**config.mk**
```make
export PLATFORM = sky130hd
export DESIGN_NAME = mesi_snoop_sys
export DESIGN_NICKNAME = d
export VERILOG_FILES = /design/src/rtl/mesi_pkg.sv /design/src/rtl/mesi_rr_arb.sv /design/src/rtl/mesi_word_mem.sv /design/src/rtl/mesi_cache.sv /design/src/rtl/mesi_snoop_sys.sv
export SDC_FILE = /design/constraint.sdc
export NUM_CORES = 1
export LEC_CHECK = 0
export BUFFER_PORTS_ARGS = -buffer_cell sky130_fd_sc_hd__buf_2
export CAP_MARGIN = 20
export CORE_MARGIN = 2
export CORE_UTILIZATION = 55
export CTS_BUF_LIST = sky130_fd_sc_hd__clkbuf_8 sky130_fd_sc_hd__clkbuf_16
export DETAILED_ROUTE_END_ITERATION = 10
export PLACE_DENSITY = 0.81
export SLEW_MARGIN = 20
export SYNTH_ARGS = -nofsm -noshare
export SYNTH_HDL_FRONTEND = slang
export SYNTH_HIERARCHICAL = 1
export SYNTH_SLANG_ARGS = --single-unit
```
**constraint.sdc**
```tcl
create_clock -name clk -period 8.33 [get_ports clk]
set_input_delay 0.833 -clock clk [delete_from_list [all_inputs] [get_ports clk]]
set_output_delay 0.833 -clock clk [all_outputs]
set_load 0.02 [all_outputs]
```
**src/rtl/mesi_pkg.sv**
```systemverilog
// Shared types for the snooping coherence system.
// Assumes: two-bit encodings are visible at the top ports, so values are fixed.
package mesi_pkg;
    typedef enum logic [1:0] {ST_I = 2'd0, ST_S = 2'd1, ST_E = 2'd2, ST_M = 2'd3} line_st_t;
    typedef enum logic [1:0] {OP_NONE = 2'd0, OP_RD = 2'd1, OP_RDX = 2'd2, OP_WB = 2'd3} bus_op_t;
    typedef enum logic [1:0] {PH_IDLE = 2'd0, PH_BUS = 2'd1, PH_RESP = 2'd2} phase_t;
endpackage

```
**src/rtl/mesi_rr_arb.sv**
```systemverilog
// Round-robin bus arbiter: grants one requester per cycle, searching from the
// slot after the last winner. Assumes requests come from registered state.
module mesi_rr_arb #(
    parameter int N = 3,
    localparam int IW = (N > 1) ? $clog2(N) : 1
) (
    input  logic          clk,
    input  logic          rst_n,
    input  logic [N-1:0]  req,
    output logic [N-1:0]  grant,
    output logic          gnt_valid,
    output logic [IW-1:0] gnt_idx
);
    logic [IW-1:0] ptr_q;

    // Pick the first requester at or after the pointer.
    always_comb begin
        grant     = '0;
        gnt_valid = 1'b0;
        gnt_idx   = '0;
        for (int k = 0; k < N; k++) begin
            int slot;
            slot = int'(ptr_q) + k;
            if (slot >= N) slot = slot - N;
            if (!gnt_valid && req[slot]) begin
                gnt_valid   = 1'b1;
                gnt_idx     = IW'(slot);
                grant[slot] = 1'b1;
            end
        end
    end

    // Advance the pointer past the winner.
    always_ff @(posedge clk) begin
        if (!rst_n)         ptr_q <= '0;
        else if (gnt_valid) ptr_q <= (int'(gnt_idx) == N - 1) ? '0 : gnt_idx + 1'b1;
    end


    grant_onehot_chk: assert property (@(posedge clk) disable iff (!rst_n) $onehot0(grant));

    for (genvar i = 0; i < N; i++) begin : g_hold

        req_hold_chk: assert property (@(posedge clk) disable iff (!rst_n)
            (req[i] && !grant[i]) |=> req[i]);
    end
endmodule

```
**src/rtl/mesi_word_mem.sv**
```systemverilog
// Word-addressed backing memory with one combinational read and one write port.
// Assumes: the bus issues at most one write per cycle (writeback or flush).
module mesi_word_mem #(
    parameter int AW = 4,
    parameter int DW = 8,
    localparam int DEPTH = 1 << AW
) (
    input  logic          clk,
    input  logic          rst_n,
    input  logic [AW-1:0] addr,
    input  logic          we,
    input  logic [DW-1:0] wdata,
    output logic [DW-1:0] rdata
);
    logic [DW-1:0] mem_q [DEPTH];

    // Reset to a computed pattern, otherwise take the bus write.
    always_ff @(posedge clk) begin
        if (!rst_n) begin
            for (int a = 0; a < DEPTH; a++) mem_q[a] <= DW'(a * 37 + 5);
        end else if (we) begin
            mem_q[addr] <= wdata;
        end
    end

    // Asynchronous read of the addressed word.
    assign rdata = mem_q[addr];
endmodule

```
**src/rtl/mesi_cache.sv**
```systemverilog
// One single-frame MESI cache: processor-side FSM plus snoop response.
// Assumes: only one bus transaction per cycle, and grant and snoop are never
// both active for this cache in the same cycle.
module mesi_cache
    import mesi_pkg::*;
#(
    parameter int AW = 4,
    parameter int DW = 8
) (
    input  logic          clk,
    input  logic          rst_n,
    input  logic          req_valid,
    input  logic          req_we,
    input  logic [AW-1:0] req_addr,
    input  logic [DW-1:0] req_wdata,
    output logic          resp_done,
    output logic [DW-1:0] resp_rdata,
    output line_st_t      line_state,
    output logic [AW-1:0] line_tag,
    output logic          bus_req,
    input  logic          bus_grant,
    output bus_op_t       my_op,
    output logic [AW-1:0] my_addr,
    output logic [DW-1:0] my_data,
    input  logic          bus_valid,
    input  bus_op_t       bus_op_in,
    input  logic [AW-1:0] bus_addr_in,
    input  logic [DW-1:0] fill_data,
    input  logic          fill_shared,
    output logic          snoop_hit,
    output logic          snoop_flush
);
    line_st_t      st_q;
    phase_t        ph_q;
    logic [AW-1:0] tag_q, p_addr;
    logic [DW-1:0] data_q, p_wdata, rdata_q;
    logic          p_we, local_hit, snoop_match;

    assign local_hit   = (st_q != ST_I) && (tag_q == req_addr);
    assign snoop_match = bus_valid && !bus_grant && (bus_op_in != OP_WB)
                         && (st_q != ST_I) && (tag_q == bus_addr_in);
    assign snoop_hit   = snoop_match;
    assign snoop_flush = snoop_match && (st_q == ST_M);
    assign bus_req     = (ph_q == PH_BUS);
    assign resp_done   = (ph_q == PH_RESP);
    assign resp_rdata  = rdata_q;
    assign line_state  = st_q;
    assign line_tag    = tag_q;
    assign my_data     = data_q;

    // Choose the bus operation: evict a dirty victim first, then fill.
    always_comb begin
        if (st_q == ST_M && tag_q != p_addr) begin
            my_op   = OP_WB;
            my_addr = tag_q;
        end else begin
            my_op   = p_we ? OP_RDX : OP_RD;
            my_addr = p_addr;
        end
    end

    // Frame, request and phase registers.
    always_ff @(posedge clk) begin
        if (!rst_n) begin
            st_q    <= ST_I;
            ph_q    <= PH_IDLE;
            tag_q   <= '0;
            data_q  <= '0;
            p_we    <= 1'b0;
            p_addr  <= '0;
            p_wdata <= '0;
            rdata_q <= '0;
        end else begin
            if (snoop_match) st_q <= (bus_op_in == OP_RD) ? ST_S : ST_I;
            case (ph_q)
                PH_IDLE: if (req_valid && !snoop_match) begin
                    p_we    <= req_we;
                    p_addr  <= req_addr;
                    p_wdata <= req_wdata;
                    if (local_hit && !req_we) begin
                        rdata_q <= data_q;
                        ph_q    <= PH_RESP;
                    end else if (local_hit && (st_q == ST_E || st_q == ST_M)) begin
                        data_q  <= req_wdata;
                        st_q    <= ST_M;
                        rdata_q <= req_wdata;
                        ph_q    <= PH_RESP;
                    end else begin
                        ph_q <= PH_BUS;
                    end
                end
                PH_BUS: if (bus_grant) begin
                    case (my_op)
                        OP_WB: st_q <= ST_I;
                        OP_RD: begin
                            tag_q   <= p_addr;
                            data_q  <= fill_data;
                            rdata_q <= fill_data;
                            st_q    <= fill_shared ? ST_S : ST_E;
                            ph_q    <= PH_RESP;
                        end
                        default: begin
                            tag_q   <= p_addr;
                            data_q  <= p_wdata;
                            rdata_q <= p_wdata;
                            st_q    <= ST_M;
                            ph_q    <= PH_RESP;
                        end
                    endcase
                end
                default: ph_q <= PH_IDLE;
            endcase
        end
    end


    fill_alone_chk: assert property (@(posedge clk) disable iff (!rst_n)
        (bus_grant && my_op == OP_RD && !fill_shared) |=> (st_q == ST_E));

    silent_upgrade_chk: assert property (@(posedge clk) disable iff (!rst_n)
        (ph_q == PH_IDLE && req_valid && req_we && st_q == ST_E && tag_q == req_addr && !snoop_match)
        |=> (st_q == ST_M && ph_q == PH_RESP));

    flush_to_shared_chk: assert property (@(posedge clk) disable iff (!rst_n)
        (snoop_match && bus_op_in == OP_RD && st_q == ST_M) |=> (st_q == ST_S));

    victim_drop_chk: assert property (@(posedge clk) disable iff (!rst_n)
        (bus_grant && my_op == OP_WB) |=> (st_q == ST_I && ph_q == PH_BUS));

    done_pulse_chk: assert property (@(posedge clk) disable iff (!rst_n)
        resp_done |=> !resp_done);
endmodule

```
**src/rtl/mesi_snoop_sys.sv**
```systemverilog
// Top: three single-frame MESI caches, round-robin bus, shared word memory.
// Assumes: each processor holds req_valid until its resp_done pulse.
module mesi_snoop_sys
    import mesi_pkg::*;
#(
    parameter int NCACHE = 3,
    parameter int AW = 4,
    parameter int DW = 8,
    localparam int IW = (NCACHE > 1) ? $clog2(NCACHE) : 1
) (
    input  logic                 clk,
    input  logic                 rst_n,
    input  logic [NCACHE-1:0]    req_valid,
    input  logic [NCACHE-1:0]    req_we,
    input  logic [NCACHE*AW-1:0] req_addr,
    input  logic [NCACHE*DW-1:0] req_wdata,
    output logic [NCACHE-1:0]    resp_done,
    output logic [NCACHE*DW-1:0] resp_rdata,
    output logic [NCACHE*2-1:0]  line_state,
    output logic [1:0]           bus_op,
    output logic                 bus_shared
);
    logic [NCACHE-1:0] c_req, c_grant, c_hit, c_flush;
    bus_op_t           c_op   [NCACHE];
    logic [AW-1:0]     c_addr [NCACHE];
    logic [AW-1:0]     c_tag  [NCACHE];
    logic [DW-1:0]     c_data [NCACHE];
    line_st_t          c_st   [NCACHE];
    logic              gnt_valid, mem_we, owner_conflict;
    logic [IW-1:0]     gnt_idx;
    bus_op_t           sel_op;
    logic [AW-1:0]     sel_addr;
    logic [DW-1:0]     wb_data, flush_data, mem_rdata, fill_data;

    mesi_rr_arb #(.N(NCACHE)) u_arb (
        .clk(clk), .rst_n(rst_n), .req(c_req), .grant(c_grant),
        .gnt_valid(gnt_valid), .gnt_idx(gnt_idx)
    );

    for (genvar c = 0; c < NCACHE; c++) begin : g_cache
        mesi_cache #(.AW(AW), .DW(DW)) u_cache (
            .clk(clk), .rst_n(rst_n),
            .req_valid(req_valid[c]), .req_we(req_we[c]),
            .req_addr(req_addr[c*AW +: AW]), .req_wdata(req_wdata[c*DW +: DW]),
            .resp_done(resp_done[c]), .resp_rdata(resp_rdata[c*DW +: DW]),
            .line_state(c_st[c]), .line_tag(c_tag[c]),
            .bus_req(c_req[c]), .bus_grant(c_grant[c]),
            .my_op(c_op[c]), .my_addr(c_addr[c]), .my_data(c_data[c]),
            .bus_valid(gnt_valid), .bus_op_in(sel_op), .bus_addr_in(sel_addr),
            .fill_data(fill_data), .fill_shared(bus_shared),
            .snoop_hit(c_hit[c]), .snoop_flush(c_flush[c])
        );
        assign line_state[c*2 +: 2] = c_st[c];
    end

    // Steer the winner onto the bus and gather snoop replies.
    always_comb begin
        sel_op     = OP_NONE;
        sel_addr   = '0;
        wb_data    = '0;
        flush_data = '0;
        for (int c = 0; c < NCACHE; c++) begin
            if (c_grant[c]) begin
                sel_op   = c_op[c];
                sel_addr = c_addr[c];
                wb_data  = c_data[c];
            end
            if (c_flush[c]) flush_data = flush_data | c_data[c];
        end
    end

    assign bus_shared = |c_hit;
    assign bus_op     = sel_op;
    assign mem_we     = (sel_op == OP_WB) || (|c_flush);
    assign fill_data  = (|c_flush) ? flush_data : mem_rdata;

    mesi_word_mem #(.AW(AW), .DW(DW)) u_mem (
        .clk(clk), .rst_n(rst_n), .addr(sel_addr), .we(mem_we),
        .wdata((sel_op == OP_WB) ? wb_data : flush_data), .rdata(mem_rdata)
    );

    // Flag any Modified frame whose address is also valid elsewhere.
    always_comb begin
        owner_conflict = 1'b0;
        for (int i = 0; i < NCACHE; i++)
            for (int j = 0; j < NCACHE; j++)
                if (i != j && c_st[i] == ST_M && c_st[j] != ST_I && c_tag[i] == c_tag[j])
                    owner_conflict = 1'b1;
    end


    single_owner_chk: assert property (@(posedge clk) disable iff (!rst_n) !owner_conflict);

    one_flusher_chk: assert property (@(posedge clk) disable iff (!rst_n) $onehot0(c_flush));

    idle_bus_chk: assert property (@(posedge clk) disable iff (!rst_n)
        (c_req == '0) |-> (bus_op == OP_NONE));
endmodule

```
==> results.md, run 1 <==
* Status: completed
* Row cnt at 56
* GR Util met1 at 34.6%
* Most common cell after layout, fill and taps aside: edfxtp_1
* Num CTS Buffers at 26
* GRT overflow at 0
* CTS Buffer Depth at 3
* Cell-internal power at 0.00249 W
* Logic pwr share at 30.5%
* FF+latch area at 6110 um2
* Final TNS setup at 0 ns
* FILL cells at 1867
* Sequential power share at 37.5%
* Slew @ Worst Pin at 1.04 ns
* Data required time of the worst path at 8.52 ns
* Reg2reg end: u_mem/mem_q[8][7]
* Syn-to-layout area delta at 10.7%
* # hold bufs at CTS at 0
* Clk_lat worst skew at 0.53 ns
* Min cycle time layout at 7.10 ns
* Post-CTS sizing at 0
* 1st-iter DRT viols at 1279
* Final period util at 85.3%
* CP Launch Point: u_arb/ptr_q[1]
* Placed wire-length estimate at 23100 um
* Met3 global-route usage at 4.03%
* CTS Sinks at 241
* Reg2Reg Setup Slack at 1.23 ns
* Cell area after synthesis at 13100 um2
* Fin. Hold Viols at 0
* Worst setup path class: reg2reg
* F_max at 141 MHz
* CTS tree: done
* Final wirelength at 33800 um
* PwrDens at 258 nW/um2
* Largest net degree at the start of global routing at 95
* Clk slew on worst S/H paths at 0.06 ns
* CP Capture Point: u_mem/mem_q[8][7]
* Mapped Cells at 1206
* Non-filler instance count after layout at 1580
* Die Ht at 158 um
* Vias/cell at 6.27
* Max-slew headroom at 30.0%
* Pins Over Slew Limit at 0
* Reg2reg start: u_arb/ptr_q[1]
* Cell count of the worst reg-to-reg path at 18
* Vias in the first global route at 9202
* Syn_area_per_cell at 10.9 um2
* Multi-input gate area at 6560 um2
* Pre-antenna DRT Iters at 5
* Clock power share at 32.0%
* CORE AREA at 23500 um2
* Nets at 1288
* Initial Util at 55.9%
* Root buf cell: clkbuf_16
* Global Route Usage Sum at 26.5%
* Synth warn at 6
* Post-CTS Setup Bufs at 0
* Sw frac at 33.7%
* Leakage at 5.14 nW
* Final setup viols at 0
* Most frequent cells in the layout: edfxtp_1, dfxtp_1, nand2_1
* Final Core Density at 61.9%
* Setup crit end kind: register
* Initial antenna violation count at 0
* Layout cells sized above 1 at 20.2%
* IO Count at 80
* DRC viols at 0
* RSZ-0062 raised after global routing: false
* GRT Max-Usage Layer: met2
* Setup Skew at 0.0144 ns
* Via count at 9905
* Critical Path Source Type: register
* First-pass GRT wire length at 51400 um
* Maxcap violations at 0
* Antenna Nets Post-Route at 0
* CP max FO at 20
* WP data arrival at 7.30 ns
* Port Buffers at 79
* Avg WL per Cell at 21.4 um
* Area of the die at 25100 um2
* Placed cell area at 13600 um2
* Hold crit path type: reg2reg
* Switching pwr at 0.00126 W
* Met2 Track Usage GR at 45.1%
* H-tree Lvls at 1
* Peak VDD IR at 0.186 mV
* Final Cell Area at 14500 um2
* Final Wtd Congestion at 0.928
* Placed Cells incl. Taps at 1531
* Die Span X at 158 um
* Post-synthesis net count at 1254
layer usage:
metal  routed length (um)  up-vias
met5                    0        -
met4                 1240        0
met3                 2360       95
met2                16700      423
met1                13500     4845
li1                     -     4542
power by group through the flow:
stage | Combinational (W) | Sequential (W) | Clock, W
finish | 0.00114 | 0.00141 | 0.00120
global route | 0.00122 | 0.00141 | 0.00126
CTS | 0.00112 | 0.00140 | 0.00122
detailed placement | 0.00111 | 0.00143 | 0
global placement | 0.00110 | 0.00143 | 0
floorplan | 0.000821 | 0.00142 | 0
worst max-delay path, stage by stage (launching register included):
cell	delay, ns
dfxtp_1	0.32
inv_1	0.10
ha_1	0.38
and2b_1	0.27
nor3_1	0.28
o21bai_1	0.18
a22oi_1	0.09
o21ai_1	0.82
a21oi_1	0.16
o21ai_1	0.86
xnor2_1	0.20
nand4_1	0.16
or2_2	0.35
nor2_1	0.52
nor3_2	0.23
nand2_1	0.22
nand4b_1	0.67
nor3_4	0.55
nand2b_1	0.40
worst min-delay path by stage:
stage / endpoint / cells past startpoint / slack, ns / start
floorplan: g_cache[0].u_cache/my_data[0] / 2 / 0.47 / g_cache[0].u_cache/my_data[0]
global placement: g_cache[1].u_cache/resp_rdata[7] / 2 / 0.48 / g_cache[1].u_cache/resp_rdata[7]
CTS: g_cache[1].u_cache/resp_rdata[4] / 2 / 0.49 / g_cache[1].u_cache/resp_rdata[4]
global route: g_cache[0].u_cache/resp_rdata[1] / 2 / 0.52 / g_cache[0].u_cache/resp_rdata[1]
detailed placement: g_cache[1].u_cache/resp_rdata[4] / 2 / 0.48 / g_cache[1].u_cache/resp_rdata[4]
finish: g_cache[1].u_cache/resp_rdata[4] / 2 / 0.49 / g_cache[1].u_cache/resp_rdata[4]
flip-flops by register name, indices dropped and copies added (netlist names):
register	count
u_mem/mem_q	128
g_cache.u_cache/line_state	6
g_cache.u_cache/line_tag	12
u_arb/ptr_q	2
g_cache.u_cache/resp_rdata	24
g_cache.u_cache/my_data	24
g_cache.u_cache/ph_q	6
g_cache.u_cache/p_we	3
g_cache.u_cache/p_wdata	24
g_cache.u_cache/p_addr	12
final cells by class:
class	instances	area share, %
diodes	1	0.0172
clock buffers	33	5.30
clock inverters	15	0.991
inverters	17	0.439
multi-input cells	865	45.2
flip-flops and latches	241	42.1
well taps	319	2.75
repair buffers	89	3.26
metrics by stage:
step	setup WS [ns]	hold slack, ns	power [W]
floorplan	2.47	0.469	0.00224
global placement	1.76	0.477	0.00252
detailed placement	1.46	0.482	0.00254
CTS	1.42	0.492	0.00375
global route	0.738	0.517	0.00390
finish	1.23	0.488	0.00375
Note: power is estimated with default switching activity, not from simulation.
==> run 2, diff against run 1 <==
--- a/config.mk
+++ b/config.mk
@@ -12,6 +12,7 @@
 export CTS_BUF_LIST = sky130_fd_sc_hd__clkbuf_8 sky130_fd_sc_hd__clkbuf_16
 export DETAILED_ROUTE_END_ITERATION = 10
 export PLACE_DENSITY = 0.81
+export REMOVE_ABC_BUFFERS = 1
 export SLEW_MARGIN = 20
 export SYNTH_ARGS = -nofsm -noshare
 export SYNTH_HDL_FRONTEND = slang
==> results.md, run 2 (synthesis gave the netlist of run 1 again) <==
* Final wirelength at 33700 um
* Largest delay share family, worst path: simple AND/OR/NAND/NOR gates
* Initial antenna violation count at 0
* Sequential power share at 38.3%
* Setup crit end kind: register
* Vias/cell at 6.25
* Maxcap violations at 0
* Clock power share at 30.7%
* Die Span X at 158 um
* CP Cell Sequence: inv_1, ha_1, and2b_1, nor3_1, o21bai_1, a22oi_1, o21ai_0, nor2b_1, a22oi_1, o21ai_0, buf_4, xnor2_1, nand4_1, or2_2, nor2_1, nor3_2, nand2_1, nand4b_1, nor3_4, nand2b_1
* Largest reg by FF count: u_mem/mem_q
* Placed Cells incl. Taps at 1533
* Cell count of the worst reg-to-reg path at 20
* Final Core Density at 61.6%
* First-pass GRT wire length at 52400 um
* Sw frac at 34.5%
* Worst hold endpoint: g_cache[2].u_cache/resp_rdata[6]
* Reg2reg end: u_mem/mem_q[8][7]
* Placed cell area at 13600 um2
* GRT overflow at 0
* Reg2Reg Setup Slack at 1.03 ns
* Setup Skew at 0.00996 ns
* Non-filler instance count after layout at 1579
* H-tree Lvls at 1
* Buf+Inv Stages, Crit Path at 2
* WP data arrival at 7.51 ns
* Slew @ Worst Pin at 1.02 ns
* Post-CTS Setup Bufs at 0
* Max-slew headroom at 31.6%
* Setup ws final at 1.03 ns
* Final Cell Area at 14500 um2
* Worst path slowest cell: nor2b_1
* Final period util at 87.7%
* Logic pwr share at 31.0%
* Data required time of the worst path at 8.53 ns
* Hold crit path type: reg2reg
* DRC viols at 0
* CORE AREA at 23500 um2
* Global Route Usage Sum at 27.2%
* F_max at 137 MHz
* RSZ-0062 raised after global routing: false
* Syn-to-layout area delta at 10.2%
* Pins Over Slew Limit at 0
* Most frequent cells in the layout: edfxtp_1, dfxtp_1, nand2_1
* IO Count at 80
* Fin. Hold Viols at 0
* Post-CTS sizing at 0
* Status: completed
* Hold_sp: g_cache[2].u_cache/resp_rdata[6]
* Avg WL per Cell at 21.4 um
* Num CTS Buffers at 26
* Antenna cell count at 0
* Final setup viols at 0
* Root buf cell: clkbuf_16
* Vias in the first global route at 9356
* Peak VDD IR at 0.170 mV
* # hold bufs at CTS at 0
* Port Buffers at 79
* Hold slack at 0.490 ns
* Worst setup path class: reg2reg
* 1st-iter DRT viols at 1184
* Area of the die at 25100 um2
* CTS Buffer Depth at 3
* Clk slew on worst S/H paths at 0.06 ns
* Pre-antenna DRT Iters at 5
* Antenna Nets Post-Route at 0
* Worst slack at placement at 1.28 ns
* Row cnt at 56
* Final Wtd Congestion at 0.907
* Max incr delay on CP at 0.78 ns
* PwrDens at 254 nW/um2
* Switching pwr at 0.00127 W
* CTS Sinks at 241
* Via count at 9862
* Nets at 1290
* Critical Path Source Type: register
* CP max FO at 20
* Initial Util at 55.9%
* Min cycle time layout at 7.30 ns
* Hold depth at 2
* Reg2reg start: u_arb/ptr_q[1]
* Layout cells sized above 1 at 20.0%
* Placed wire-length estimate at 23400 um
* Clk_lat worst skew at 0.54 ns
* Leakage at 5.10 nW
* Die Ht at 158 um
* CP Launch Point: u_arb/ptr_q[1]
* Most common cell after layout, fill and taps aside: edfxtp_1
* Max reg flops at 128
* Largest net degree at the start of global routing at 96
* Cell-internal power at 0.00240 W
* CTS tree: done
run 2: cell types whose count changed in the layout (fill, tap and decap cells not counted), moves of 2 or more:
cell       previous run  this run
clkinv_1              1         5
clkbuf_16            28        26
buf_4                11        13
clkbuf_8              5         0
run 2: final cells by class:
class                      count  area [um2]
clock buffer                  26         651
fill                        1873        9020
inverter                      17        63.8
timing repair buffer          91         488
clock inverter                20         175
multi-input combinational    865        6570
tap                          319         399
sequential                   241        6110
run 2: worst max-delay path by stage:
stage,endpoint,slack [ns],cells after the start
detailed placement,u_mem/mem_q[8][2],1.28,21
floorplan,u_mem/mem_q[8][0],-3.02,17
global route,u_mem/mem_q[10][3],0.38,19
finish,u_mem/mem_q[8][7],1.03,20
CTS,u_mem/mem_q[8][7],1.25,21
global placement,u_mem/mem_q[8][2],1.66,21
run 2: worst register-to-register path, cell delays in order (launching register included):
cell and delay (ns):
dfxtp_1 0.32, inv_1 0.11, ha_1 0.42, and2b_1 0.27, nor3_1 0.29, o21bai_1 0.19
a22oi_1 0.09, o21ai_0 0.51, nor2b_1 0.78, a22oi_1 0.15, o21ai_0 0.33, buf_4 0.26
xnor2_1 0.15, nand4_1 0.16, or2_2 0.36, nor2_1 0.49, nor3_2 0.21, nand2_1 0.21
nand4b_1 0.70, nor3_4 0.56, nand2b_1 0.39
run 2: routing by layer:
layer	vias up	global-route usage (%)	part of all wire [%]
met2	453	44.9	48
li1	4547	-	-
met5	-	0	0
met1	4759	35.8	40
met3	103	3.16	6.6
met4	0	13.2	4.8
run 2: power by group through the flow:
| stage | registers [W] | logic, W | clock network [W] |
|---|---|---|---|
| after detailed placement | 0.00143 | 0.00112 | 0 |
| after global routing | 0.00141 | 0.00122 | 0.00119 |
| after CTS | 0.00140 | 0.00112 | 0.00114 |
| after global placement | 0.00142 | 0.00109 | 0 |
| after floorplan | 0.00142 | 0.000787 | 0 |
| final | 0.00140 | 0.00114 | 0.00113 |
run 2: per-stage QoR:
step	total power (W)	TNS, ns
5_1_grt	0.00382	0
2_1_floorplan	0.00221	-854.67
3_5_place_dp	0.00254	0
4_1_cts	0.00367	0
3_3_place_gp	0.00252	0
6_report	0.00367	0
==> run 3, diff against run 2 <==
--- a/config.mk
+++ b/config.mk
@@ -6,12 +6,14 @@
 export NUM_CORES = 1
 export LEC_CHECK = 0
 export BUFFER_PORTS_ARGS = -buffer_cell sky130_fd_sc_hd__buf_2
-export CAP_MARGIN = 20
+export CELL_PAD_IN_SITES_DETAIL_PLACEMENT = 1
+export CELL_PAD_IN_SITES_GLOBAL_PLACEMENT = 1
 export CORE_MARGIN = 2
-export CORE_UTILIZATION = 55
+export CORE_UTILIZATION = 49
 export CTS_BUF_LIST = sky130_fd_sc_hd__clkbuf_8 sky130_fd_sc_hd__clkbuf_16
 export DETAILED_ROUTE_END_ITERATION = 10
-export PLACE_DENSITY = 0.81
+export HOLD_SLACK_MARGIN = 0.06
+export PLACE_DENSITY = 0.88
 export REMOVE_ABC_BUFFERS = 1
 export SLEW_MARGIN = 20
 export SYNTH_ARGS = -nofsm -noshare
==> results.md, run 3 (synthesis gave the netlist of run 1 again) <==
* Final TNS setup at 0 ns
* Final wirelength at 39000 um
* IO Count at 80
* Avg WL per Cell at 24.4 um
* Pins Over Slew Limit at 0
* RSZ-0062 raised after global routing: false
* Pre-antenna DRT Iters at 6
* Antenna Nets Post-Route at 0
* F_max at 130 MHz
* Most common cell after layout, fill and taps aside: edfxtp_1
* Setup ws final at 0.629 ns
* Largest net degree at the start of global routing at 101
* Clk slew on worst S/H paths at 0.06 ns
* Slew @ Worst Pin at 1.10 ns
* Layout cells sized above 1 at 20.1%
* Global Route Usage Sum at 27.5%
* Leakage at 5.13 nW
* Setup crit end kind: register
* CTS Sinks at 241
* Syn-to-layout area delta at 10.5%
* H-tree Lvls at 1
* Hold crit path type: reg2reg
* Status: completed
* Worst slack at placement at 0.957 ns
* Root buf cell: clkbuf_16
* Final setup viols at 0
* Max reg flops at 128
* # hold bufs at CTS at 0
* Clk_lat worst skew at 0.57 ns
* Fin. Hold Viols at 0
* CP max FO at 20
* First-pass GRT wire length at 60000 um
* Max-slew headroom at 26.4%
* Setup Skew at 0.00946 ns
* Port Buffers at 79
* CTS Buffer Depth at 3
* Antenna cell count at 0
* Post-CTS Setup Bufs at 0
* Maxcap violations at 0
* CP Cell Sequence: inv_1, ha_1, and2b_1, nor3_1, o21bai_1, a22oi_1, o21ai_0, nor2b_1, a22oi_1, o21ai_0, buf_4, xnor2_1, nand4_1, or2_2, nor2_1, nor3_2, nand2_1, nand4b_1, o21ai_1
* Worst path slowest cell: o21ai_1
* GRT overflow at 0
* Die Ht at 168 um
* Via count at 9912
* Data required time of the worst path at 8.53 ns
* Worst setup path class: reg2reg
* Min cycle time layout at 7.70 ns
* Peak VDD IR at 0.234 mV
* Area of the die at 28100 um2
* Max incr delay on CP at 0.95 ns
* WP data arrival at 7.90 ns
* 1st-iter DRT viols at 909
* Final Wtd Congestion at 0.886
* CTS tree: done
* Row cnt at 59
* Vias/cell at 6.21
* Initial antenna violation count at 0
* CORE AREA at 26100 um2
* Final Core Density at 55.5%
* DRC viols at 0
* Final period util at 92.5%
* Num CTS Buffers at 27
* Largest reg by FF count: u_mem/mem_q
* Post-CTS sizing at 0
* PwrDens at 259 nW/um2
* Nets at 1288
* Placed wire-length estimate at 27200 um
* Critical Path Source Type: register
* Most frequent cells in the layout: edfxtp_1, dfxtp_1, nand2_1
* Initial Util at 50.2%
* Die Span X at 168 um
* Vias in the first global route at 10300
run 3: worst max-delay path: cells and delay by family (launching register included):
| family | cells | cell delay (ns) |
|---|---|---|
| DFF | 1 | 0.33 |
| xor gates and xnor gates | 1 | 0.17 |
| adders and majority gates | 1 | 0.40 |
| AOI/OAI and AO/OA | 6 | 2.43 |
| and+or+nand+nor | 9 | 3.60 |
| buffers and inverters | 2 | 0.39 |
run 3: where the power goes:
part           leakage (nW)  internal [W]  switching [W]  total (W)
Sequential             2.03       0.00133      0.0000764    0.00141
Combinational          2.63      0.000416       0.000745    0.00116
Clock                 0.468      0.000668       0.000514    0.00118
run 3: metrics by stage:
step / hold WS (ns) / cells / instance area (um2) / power (W)
2_1_floorplan: 0.469 / 1123 / 12700 / 0.00221
6_report: 0.495 / 1596 / 14500 / 0.00375
4_1_cts: 0.501 / 1596 / 14500 / 0.00374
5_1_grt: 0.518 / 1596 / 14500 / 0.00389
3_5_place_dp: 0.491 / 1546 / 13600 / 0.00256
3_3_place_gp: 0.480 / 1546 / 13600 / 0.00252
run 3: cell type report:
class                      instances  area, um2
clock inverter                    19        129
sequential                       241       6110
inverter                          17       63.8
multi-input combinational        865       6570
clock buffer                      31        742
fill                            2808      11600
timing repair buffer              88        465
tap                              335        419
run 3: routing by layer:
| layer | wire length [um] | track usage, % |
|---|---|---|
| met1 | 15700 | 33.7 |
| met4 | 1660 | 11.2 |
| met5 | 0 | 0 |
| met2 | 19900 | 49.0 |
| met3 | 1660 | 3.78 |
run 3: path summary, 6_finish.rpt:
check	start	to	slack, ns	depth (start not counted)
setup / recovery	u_arb/ptr_q[1]	u_mem/mem_q[10][2]	0.63	19
hold / removal	g_cache[2].u_cache/resp_rdata[6]	g_cache[2].u_cache/resp_rdata[6]	0.49	2
setup reg to reg	u_arb/ptr_q[1]	u_mem/mem_q[10][2]	0.63	19
hold reg to reg	g_cache[2].u_cache/resp_rdata[6]	g_cache[2].u_cache/resp_rdata[6]	0.49	2
